**config.mk**
```make
export PLATFORM = sky130hd
export DESIGN_NAME = clk_src_ctrl
export DESIGN_NICKNAME = d
export VERILOG_FILES = /design/src/rtl/ccs_pkg.sv /design/src/rtl/ccs_regfile.sv /design/src/rtl/ccs_mode_decode.sv /design/src/rtl/ccs_ref_keep.sv /design/src/rtl/clk_src_ctrl.sv
export SDC_FILE = /design/constraint.sdc
export NUM_CORES = 1
export LEC_CHECK = 0
export BUFFER_PORTS_ARGS = -buffer_cell sky130_fd_sc_hd__buf_4
export CAP_MARGIN = 10
export CELL_PAD_IN_SITES_DETAIL_PLACEMENT = 0
export CELL_PAD_IN_SITES_GLOBAL_PLACEMENT = 1
export CORE_MARGIN = 2
export CORE_UTILIZATION = 34
export DETAILED_ROUTE_END_ITERATION = 8
export PLACE_DENSITY = 0.77
export SLEW_MARGIN = 20
export SYNTH_ARGS = -nofsm -noshare
export SYNTH_HDL_FRONTEND = slang
export SYNTH_HIERARCHICAL = 1
export SYNTH_SLANG_ARGS = --single-unit
```
**constraint.sdc**
```tcl
create_clock -name clk_i -period 1.33 [get_ports clk_i]
set_clock_uncertainty 0.1 [all_clocks]
set_input_delay 0 -clock clk_i [delete_from_list [all_inputs] [get_ports clk_i]]
set_output_delay 0 -clock clk_i [all_outputs]
set_load 0.02 [all_outputs]
```
**src/rtl/ccs_pkg.sv**
```systemverilog
package ccs_pkg;
  localparam int DATA_W   = 8;
  localparam int ADDR_W   = 2;
  localparam int MODE_W   = 3;
  localparam int BDIV_W   = 2;
  localparam int TRIM_W   = 8;
  localparam int BDIV_LSB = 6;

  localparam logic [ADDR_W-1:0] ADDR_CTRL = 2'd0;
  localparam logic [ADDR_W-1:0] ADDR_TRIM = 2'd1;

  typedef struct packed {
    logic [BDIV_W-1:0] bdiv;
    logic              erc_sten;
    logic              erc_en;
    logic              irc_sten;
    logic              irc_en;
    logic              src_int;
    logic              low_power;
  } ctrl_t;

  localparam int CTRL_W = $bits(ctrl_t);

  localparam ctrl_t CTRL_RST = '{bdiv: 2'd1, erc_sten: 1'b0, erc_en: 1'b0,
                                 irc_sten: 1'b0, irc_en: 1'b0, src_int: 1'b1,
                                 low_power: 1'b0};
  localparam logic [TRIM_W-1:0] TRIM_RST = 8'h80;
endpackage

```
**src/rtl/ccs_regfile.sv**
```systemverilog
module ccs_regfile
  import ccs_pkg::*;
(
  input  logic              clk_i,
  input  logic              rst_ni,
  input  logic              por_ni,
  input  logic              wr_en_i,
  input  logic [ADDR_W-1:0] wr_addr_i,
  input  logic [DATA_W-1:0] wr_data_i,
  input  logic [ADDR_W-1:0] rd_addr_i,
  output logic [DATA_W-1:0] rd_data_o,
  output ctrl_t             ctrl_o,
  output logic [TRIM_W-1:0] trim_o
);
  ctrl_t             ctrl_q, ctrl_d, wr_ctrl;
  logic [TRIM_W-1:0] trim_q;
  logic              any_rst_n;
  logic              wr_ctrl_en, wr_trim_en;

  assign any_rst_n  = rst_ni & por_ni;
  assign wr_ctrl_en = wr_en_i && (wr_addr_i == ADDR_CTRL);
  assign wr_trim_en = wr_en_i && (wr_addr_i == ADDR_TRIM);
  assign wr_ctrl    = ctrl_t'(wr_data_i[CTRL_W-1:0]);

  always_comb begin
    ctrl_d = ctrl_q;
    if (wr_ctrl_en) begin
      ctrl_d = wr_ctrl;
      // source select frozen by the stored low-power bit
      if (ctrl_q.low_power) ctrl_d.src_int = ctrl_q.src_int;
    end
  end

  always_ff @(posedge clk_i or negedge any_rst_n) begin
    if (!any_rst_n) ctrl_q <= CTRL_RST;
    else            ctrl_q <= ctrl_d;
  end

  // trim survives general reset
  always_ff @(posedge clk_i or negedge por_ni) begin
    if (!por_ni)         trim_q <= TRIM_RST;
    else if (wr_trim_en) trim_q <= wr_data_i[TRIM_W-1:0];
  end

  always_comb begin
    unique case (rd_addr_i)
      ADDR_CTRL: rd_data_o = DATA_W'(ctrl_q);
      ADDR_TRIM: rd_data_o = DATA_W'(trim_q);
      default:   rd_data_o = '0;
    endcase
  end

  assign ctrl_o = ctrl_q;
  assign trim_o = trim_q;
endmodule

```
**src/rtl/ccs_mode_decode.sv**
```systemverilog
module ccs_mode_decode
  import ccs_pkg::*;
#(
  parameter logic [MODE_W-1:0] MODE_LOOP_INT   = 3'd0,
  parameter logic [MODE_W-1:0] MODE_LOOP_EXT   = 3'd1,
  parameter logic [MODE_W-1:0] MODE_BYP_INT    = 3'd2,
  parameter logic [MODE_W-1:0] MODE_BYP_EXT    = 3'd3,
  parameter logic [MODE_W-1:0] MODE_PLL_EXT    = 3'd4,
  parameter logic [MODE_W-1:0] MODE_PLLBYP_EXT = 3'd5,
  parameter logic [MODE_W-1:0] MODE_LPBYP_INT  = 3'd6,
  parameter logic [MODE_W-1:0] MODE_LPBYP_EXT  = 3'd7
) (
  input  logic [MODE_W-1:0] mode_i,
  output logic              ext_mode_o,
  output logic              engaged_o
);
  localparam int N_MODES = 8;
  localparam logic [MODE_W-1:0] CODES [N_MODES] = '{
    MODE_LOOP_INT, MODE_LOOP_EXT, MODE_BYP_INT, MODE_BYP_EXT,
    MODE_PLL_EXT, MODE_PLLBYP_EXT, MODE_LPBYP_INT, MODE_LPBYP_EXT};
  localparam logic [N_MODES-1:0] EXT_MASK = 8'b1011_1010;
  localparam logic [N_MODES-1:0] ENG_MASK = 8'b0001_0011;

  logic [N_MODES-1:0] hit;

  for (genvar i = 0; i < N_MODES; i++) begin : g_hit
    assign hit[i] = (mode_i == CODES[i]);
  end

  assign ext_mode_o = |(hit & EXT_MASK);
  assign engaged_o  = |(hit & ENG_MASK);
endmodule

```
**src/rtl/ccs_ref_keep.sv**
```systemverilog
module ccs_ref_keep (
  input  logic en_i,
  input  logic sten_i,
  input  logic mode_hold_i,
  input  logic stop_i,
  output logic gate_o,
  output logic keep_o
);
  assign gate_o = en_i;
  assign keep_o = stop_i ? ((en_i & sten_i) | mode_hold_i) : en_i;
endmodule

```
**src/rtl/clk_src_ctrl.sv**
```systemverilog
module clk_src_ctrl
  import ccs_pkg::*;
#(
  parameter logic [MODE_W-1:0] MODE_LOOP_INT   = 3'd0,
  parameter logic [MODE_W-1:0] MODE_LOOP_EXT   = 3'd1,
  parameter logic [MODE_W-1:0] MODE_BYP_INT    = 3'd2,
  parameter logic [MODE_W-1:0] MODE_BYP_EXT    = 3'd3,
  parameter logic [MODE_W-1:0] MODE_PLL_EXT    = 3'd4,
  parameter logic [MODE_W-1:0] MODE_PLLBYP_EXT = 3'd5,
  parameter logic [MODE_W-1:0] MODE_LPBYP_INT  = 3'd6,
  parameter logic [MODE_W-1:0] MODE_LPBYP_EXT  = 3'd7
) (
  input  logic              clk_i,
  input  logic              rst_ni,
  input  logic              por_ni,
  input  logic              wr_en_i,
  input  logic [ADDR_W-1:0] wr_addr_i,
  input  logic [DATA_W-1:0] wr_data_i,
  input  logic [ADDR_W-1:0] rd_addr_i,
  output logic [DATA_W-1:0] rd_data_o,
  input  logic              stop_i,
  input  logic [MODE_W-1:0] mode_i,
  output logic              irc_gate_o,
  output logic              erc_gate_o,
  output logic              irc_keep_o,
  output logic              erc_keep_o,
  output logic              loop_en_o,
  output logic              loop_ref_ext_o,
  output logic [BDIV_W-1:0] bdiv_o
);
  ctrl_t             ctrl;
  logic [TRIM_W-1:0] trim_unused;
  logic              ext_mode, engaged;
  logic [1:0]        ref_en, ref_sten, ref_hold, ref_gate, ref_keep;

  ccs_regfile u_regs (
    .clk_i, .rst_ni, .por_ni, .wr_en_i, .wr_addr_i, .wr_data_i,
    .rd_addr_i, .rd_data_o, .ctrl_o(ctrl), .trim_o(trim_unused)
  );

  ccs_mode_decode #(
    .MODE_LOOP_INT(MODE_LOOP_INT), .MODE_LOOP_EXT(MODE_LOOP_EXT),
    .MODE_BYP_INT(MODE_BYP_INT),   .MODE_BYP_EXT(MODE_BYP_EXT),
    .MODE_PLL_EXT(MODE_PLL_EXT),   .MODE_PLLBYP_EXT(MODE_PLLBYP_EXT),
    .MODE_LPBYP_INT(MODE_LPBYP_INT), .MODE_LPBYP_EXT(MODE_LPBYP_EXT)
  ) u_mode (
    .mode_i, .ext_mode_o(ext_mode), .engaged_o(engaged)
  );

  // index 0 internal, 1 external
  assign ref_en   = {ctrl.erc_en,   ctrl.irc_en};
  assign ref_sten = {ctrl.erc_sten, ctrl.irc_sten};
  assign ref_hold = {ext_mode,      1'b0};

  for (genvar r = 0; r < 2; r++) begin : g_ref
    ccs_ref_keep u_keep (
      .en_i(ref_en[r]), .sten_i(ref_sten[r]), .mode_hold_i(ref_hold[r]),
      .stop_i, .gate_o(ref_gate[r]), .keep_o(ref_keep[r])
    );
  end

  assign irc_gate_o     = ref_gate[0];
  assign erc_gate_o     = ref_gate[1];
  assign irc_keep_o     = ref_keep[0];
  assign erc_keep_o     = ref_keep[1];
  assign loop_en_o      = ~ctrl.low_power | engaged;
  assign loop_ref_ext_o = ~ctrl.src_int;
  assign bdiv_o         = ctrl.bdiv;

  // trim is exported only through the read port here
  logic trim_sink;
  assign trim_sink = ^trim_unused;
  logic unused_ok;
  assign unused_ok = trim_sink & 1'b0;
endmodule

```
# After elaboration in Yosys (flattened, before gate mapping)
# Index checks and enable logic that the tools add are counted.
[word_totals] wordCells=33 output_inout_bits=16 regBits=16
[op_classes] muxes=3 bitwise=7 reduce_logical=8 n_eq_ne=7
[op_table] cell="8-bit one-hot mux with 2 select lines" count=1
[op_table] cell="3-bit equality test (second input constant)" count=3
[op_table] cell="5-bit OR reduction" count=1
[op_table] cell="2-bit by 1-bit equality test with 1-bit output (second input constant)" count=2
[op_table] cell="2-bit logical NOT" count=2
[op_table] cell="1-bit AND" count=3
[op_table] cell="3-bit by 1-bit equality test with 1-bit output (second input constant)" count=1
[op_table] cell="3-bit by 2-bit equality test with 1-bit output (second input constant)" count=1
[op_table] cell="3-bit logical NOT" count=1
[op_table] cell="3-bit OR reduction" count=1
[op_table] cell="1-bit logical AND" count=2
[op_table] cell="1-bit 2-to-1 mux" count=2
[op_table] cell="1-bit inverter" count=2
[op_table] cell="1-bit bitwise OR" count=2
[op_table] cell="2-bit AND reduction" count=1

# Logic depth before layout (Yosys ltp)
[depth] depth_word=4 depth_mapped=3 ltp_nobuf=3

# Hierarchy
# The synthesis kept the hierarchy.
[by_module_without_submodules] mod="ccs_regfile" cells_per_inst=54 area_each_um2=748.2 instances=1
[by_module_without_submodules] mod="ccs_ref_keep" cells_per_inst=3 area_each_um2=22.5 instances=2
[by_module_without_submodules] mod="ccs_mode_decode" cells_per_inst=3 area_each_um2=16.3 instances=1
[by_module_without_submodules] mod="clk_src_ctrl" cells_per_inst=3 area_each_um2=13.8 instances=1

# Worst setup path before layout
# Ideal clock, no wire load.
[synth_timing] path_type="register to register" startpoint="register u_regs.ctrl_q, in the netlist u_regs/ctrl_o[0]" endpoint="register u_regs.ctrl_q, in the netlist u_regs/ctrl_o[1]" path_stages_with_launch=3 path_slack_ns=0.109 path_buffers=0 setup_time_ns=0.082 required_time_ns=1.148 arrival_ns=1.039 cell_sequence="dfrtp_1 nor4b_1 mux2_2"
[synth_between] elab_chain_len=2
[synth_rtl] item="start: declaration" line_no="ccs_regfile.sv:15" text="ctrl_t ctrl_q, ctrl_d, wr_ctrl;"
[synth_rtl] item="start signal: assignment" line_no="ccs_regfile.sv:36" text="else ctrl_q <= ctrl_d;"
[synth_rtl] item="1-bit inverter (no source line)"
[synth_rtl] item="2-bit AND reduction (no source line)"
# No other way between the ends.
# A chain may end at the register's enable or synchronous reset.

# Worst setup path in the final report
[layout_timing] startpoint="register u_regs.ctrl_q, in the netlist u_regs/ctrl_o[0]" endpoint="output port rd_data_o[0]"
[layout_between] elab_chain_len=1
[layout_rtl] item="8-bit one-hot mux with 2 select lines" line_no="ccs_regfile.sv:46" text="unique case (rd_addr_i)"
[layout_rtl] item="end: declaration" line_no="clk_src_ctrl.sv:20" text="output logic [DATA_W-1:0] rd_data_o,"
# No other way between the ends.

==> results.json <==
{
  "status": "finished clean",
  "crit_family": "flip-flops",
  "fillers": 204,
  "r2r_start": "u_regs/ctrl_o[0]$_DFFE_PN0P_",
  "setup_viol": 0,
  "use_met3_pct": 1.98,
  "drt_wl_total_um": 1860,
  "track_usage_pct": 13.9,
  "port_buffers": 35,
  "synth_nets": 86,
  "root_buffer": "clkbuf_4",
  "hold_viol": 0,
  "grt_pass1_wl_um": 2800,
  "firstDrtPassIters": 2,
  "netlist_instances": 66,
  "final_common_cell": "buf_4",
  "detailed_place_hpwl_um": 1310,
  "synth_area_leaders": "dfrtp_1 (40%), mux2_2 (22%), mux2i_1 (9.7%)",
  "vias_per_cell": 4.67,
  "path_max_fanout": 3,
  "grt_pass1_vias": 620,
  "ios": 36,
  "fin_crit_ps": 1280,
  "rows": 17,
  "grt_busiest_layer": "met2",
  "antenna_found_initial": 0,
  "clk_path_buf_depth": 2,
  "instances_no_fill": 144,
  "detail_route.wl_per_cell_um": 12.9,
  "leakagePower_uw": 0.000626,
  "syn_area_per_cell_sq_um": 12.5,
  "ant_nets": 0,
  "syn_area_sq_um": 823,
  "dr.first_iter.drc_count": 8,
  "maxCapViolCount": 0,
  "fin_nets": 137,
  "post-place-cells": 127,
  "synth-seq-cells": 16,
  "min_path_type": "input port to flop",
  "fin_setup_tns_ps": 0,
  "end_kind": "primary output",
  "drc": 0,
  "cts_buffers": 3,
  "crit_arrival_ps": 1180,
  "cts_tree": "yes",
  "final_cell_mix": "buf_4 (37), mux2_2 (16), dfrtp_1 (13), dlygate4sd3_1 (12)",
  "cpPeakStageDelay_ps": 400,
  "rsz0062_at_grt": "yes",
  "die-area_sq_um": 2830,
  "grt_max_degree": 10,
  "yosysTopAreaCell": "dfrtp_1",
  "gp_congestion": 0.710,
  "dieWidth_um": 53.2,
  "initial_core_util_pct": 36.5,
  "slowest_stage": "dfrtp_1",
  "clk_pin_slew_ps": 90,
  "coreArea_sq_um": 2250,
  "ys_warn_count": 6,
  "post-route-period-util_pct": 95.9,
  "drive_above_1_share_pct": 54.3,
  "max_clock_freq_mhz": 784,
  "synthDistinctLibCells": 18,
  "worstSkewPairLatency_ps": 280,
  "maxSlewViolCount": 0,
  "worstPathRequired_ps": 1230,
  "fp.dieH_um": 53.2,
  "min_from": "wr_addr_i[0]",
  "crit_type": "flop to primary output",
  "grt_overflow_total": 0,
  "crit_start": "u_regs/ctrl_o[0]$_DFFE_PN0P_",
  "grt_use_met2_pct": 22.2,
  "timing.critical_path.buf_inv": 2,
  "htreeDepth": 1,
  "crit_path_cell_trace": "buf_6 > mux2i_1 > nor2_1 > buf_4",
  "vias": 673,
  "use_met1_pct": 19.0,
  "ys_seq_area_share_pct": 49.1,
  "multi_input_area_sq_um": 388,
  "synthToLayoutAreaGrowth_pct": 55.5,
  "irDropWorstVdd_mv": 0.780,
  "power_uw": 1530,
  "ff_latch_area_sq_um": 404,
  "synth.top_cell.area_share_pct": 39.5,
  "powerDensity_nw_per_um2": 1190,
  "clock-sinks": 16,
  "antennaDiodeCount": 0,
  "startpoint_type": "flop"
}
## layer usage
| metal | up-vias | wire (um) |
|---|---|---|
| li1 | 328 | - |
| met1 | 316 | 830 |
| met2 | 29 | 893 |
| met3 | 0 | 135 |
| met4 | 0 | 0 |
| met5 | - | 0 |
## final cells by class
cell class / instances / area share (%)
timing repair buffer: 50 / 32.0
sequential: 16 / 31.6
multi-input combinational: 44 / 30.3
clock buffer: 4 / 2.83
tap: 28 / 2.74
inverter: 2 / 0.587
## registers in the layout (all words and copies together) (netlist names)
signal,count
u_regs/ctrl_o,8
u_regs/trim_o,8
## logic make-up (layout without fill, tap and decap cells)
logic type	Yosys count	count (layout)	synth area share (%)
buffers and inverters	6	56	3.80
and+or+nand+nor	15	15	11.4
DFF	16	16	49.1
AOI/OAI and AO/OA	4	4	3.65
other	1	1	0.455
muxes	24	24	31.6
## final timing paths
| path | to | slack [ps] | depth (start not counted) |
|---|---|---|---|
| max | rd_data_o[0] | 50 | 4 |
| min | u_regs/ctrl_o[1]$_DFFE_PN1P_ | 20 | 3 |
| max reg2reg | u_regs/ctrl_o[1]$_DFFE_PN1P_ | 60 | 2 |
| min reg2reg | u_regs/trim_o[4]$_DFFE_PN0P_ | 410 | 1 |
| max in group asynchronous | u_regs/trim_o[4]$_DFFE_PN0P_ | 240 | 3 |
| min in group asynchronous | u_regs/trim_o[7]$_DFFE_PN1P_ | 100 | 2 |
## power breakdown
part / switching [uW] / internal, uW / total, uW
Sequential: 62.5 / 599 / 661
Combinational: 243 / 304 / 547
Clock: 151 / 166 / 317
Total: 456 / 1070 / 1530
## cells in the mapped netlist
| library cell | instances |
|---|---|
| nand2b_1 | 3 |
| nand3b_2 | 1 |
| a22o_1 | 2 |
| dfstp_2 | 3 |
| and2_1 | 1 |
| nor4b_1 | 1 |
| nor3b_4 | 1 |
| mux2_2 | 16 |
| inv_1 | 2 |
| mux2i_1 | 8 |
| conb_1 | 1 |
| buf_1 | 1 |
| a21o_1 | 1 |
| nor2_1 | 8 |
| a21oi_1 | 1 |
| buf_2 | 1 |
| buf_4 | 2 |
| dfrtp_1 | 13 |
## per-stage QoR
stage	worst slack [ps]	instance area [sq um]	utilization, %	hold slack, ps
after floorplan	109	823	-	-396
after global placement	118	1110	49.3	-268
after detailed placement	82.0	1110	49.3	-266
after CTS	39.7	1260	55.8	3.08
after global routing	-11.8	1280	56.8	7.23
final	53.9	1280	56.8	21.3
## worst register-to-register path: stages (launching register included)
cell,delay [ps]
dfrtp_1,400
nor4b_1,340
mux2_2,370
## timing repair
item                                    4_1_cts  5_1_grt
hold buffers                                 11        1
hold endpoints to repair                     32        1
resized for setup                             0        1
buffers inserted                              0        1
endpoints found under the setup margin        0        1
No activity file was read; power rests on OpenSTA's default activity.
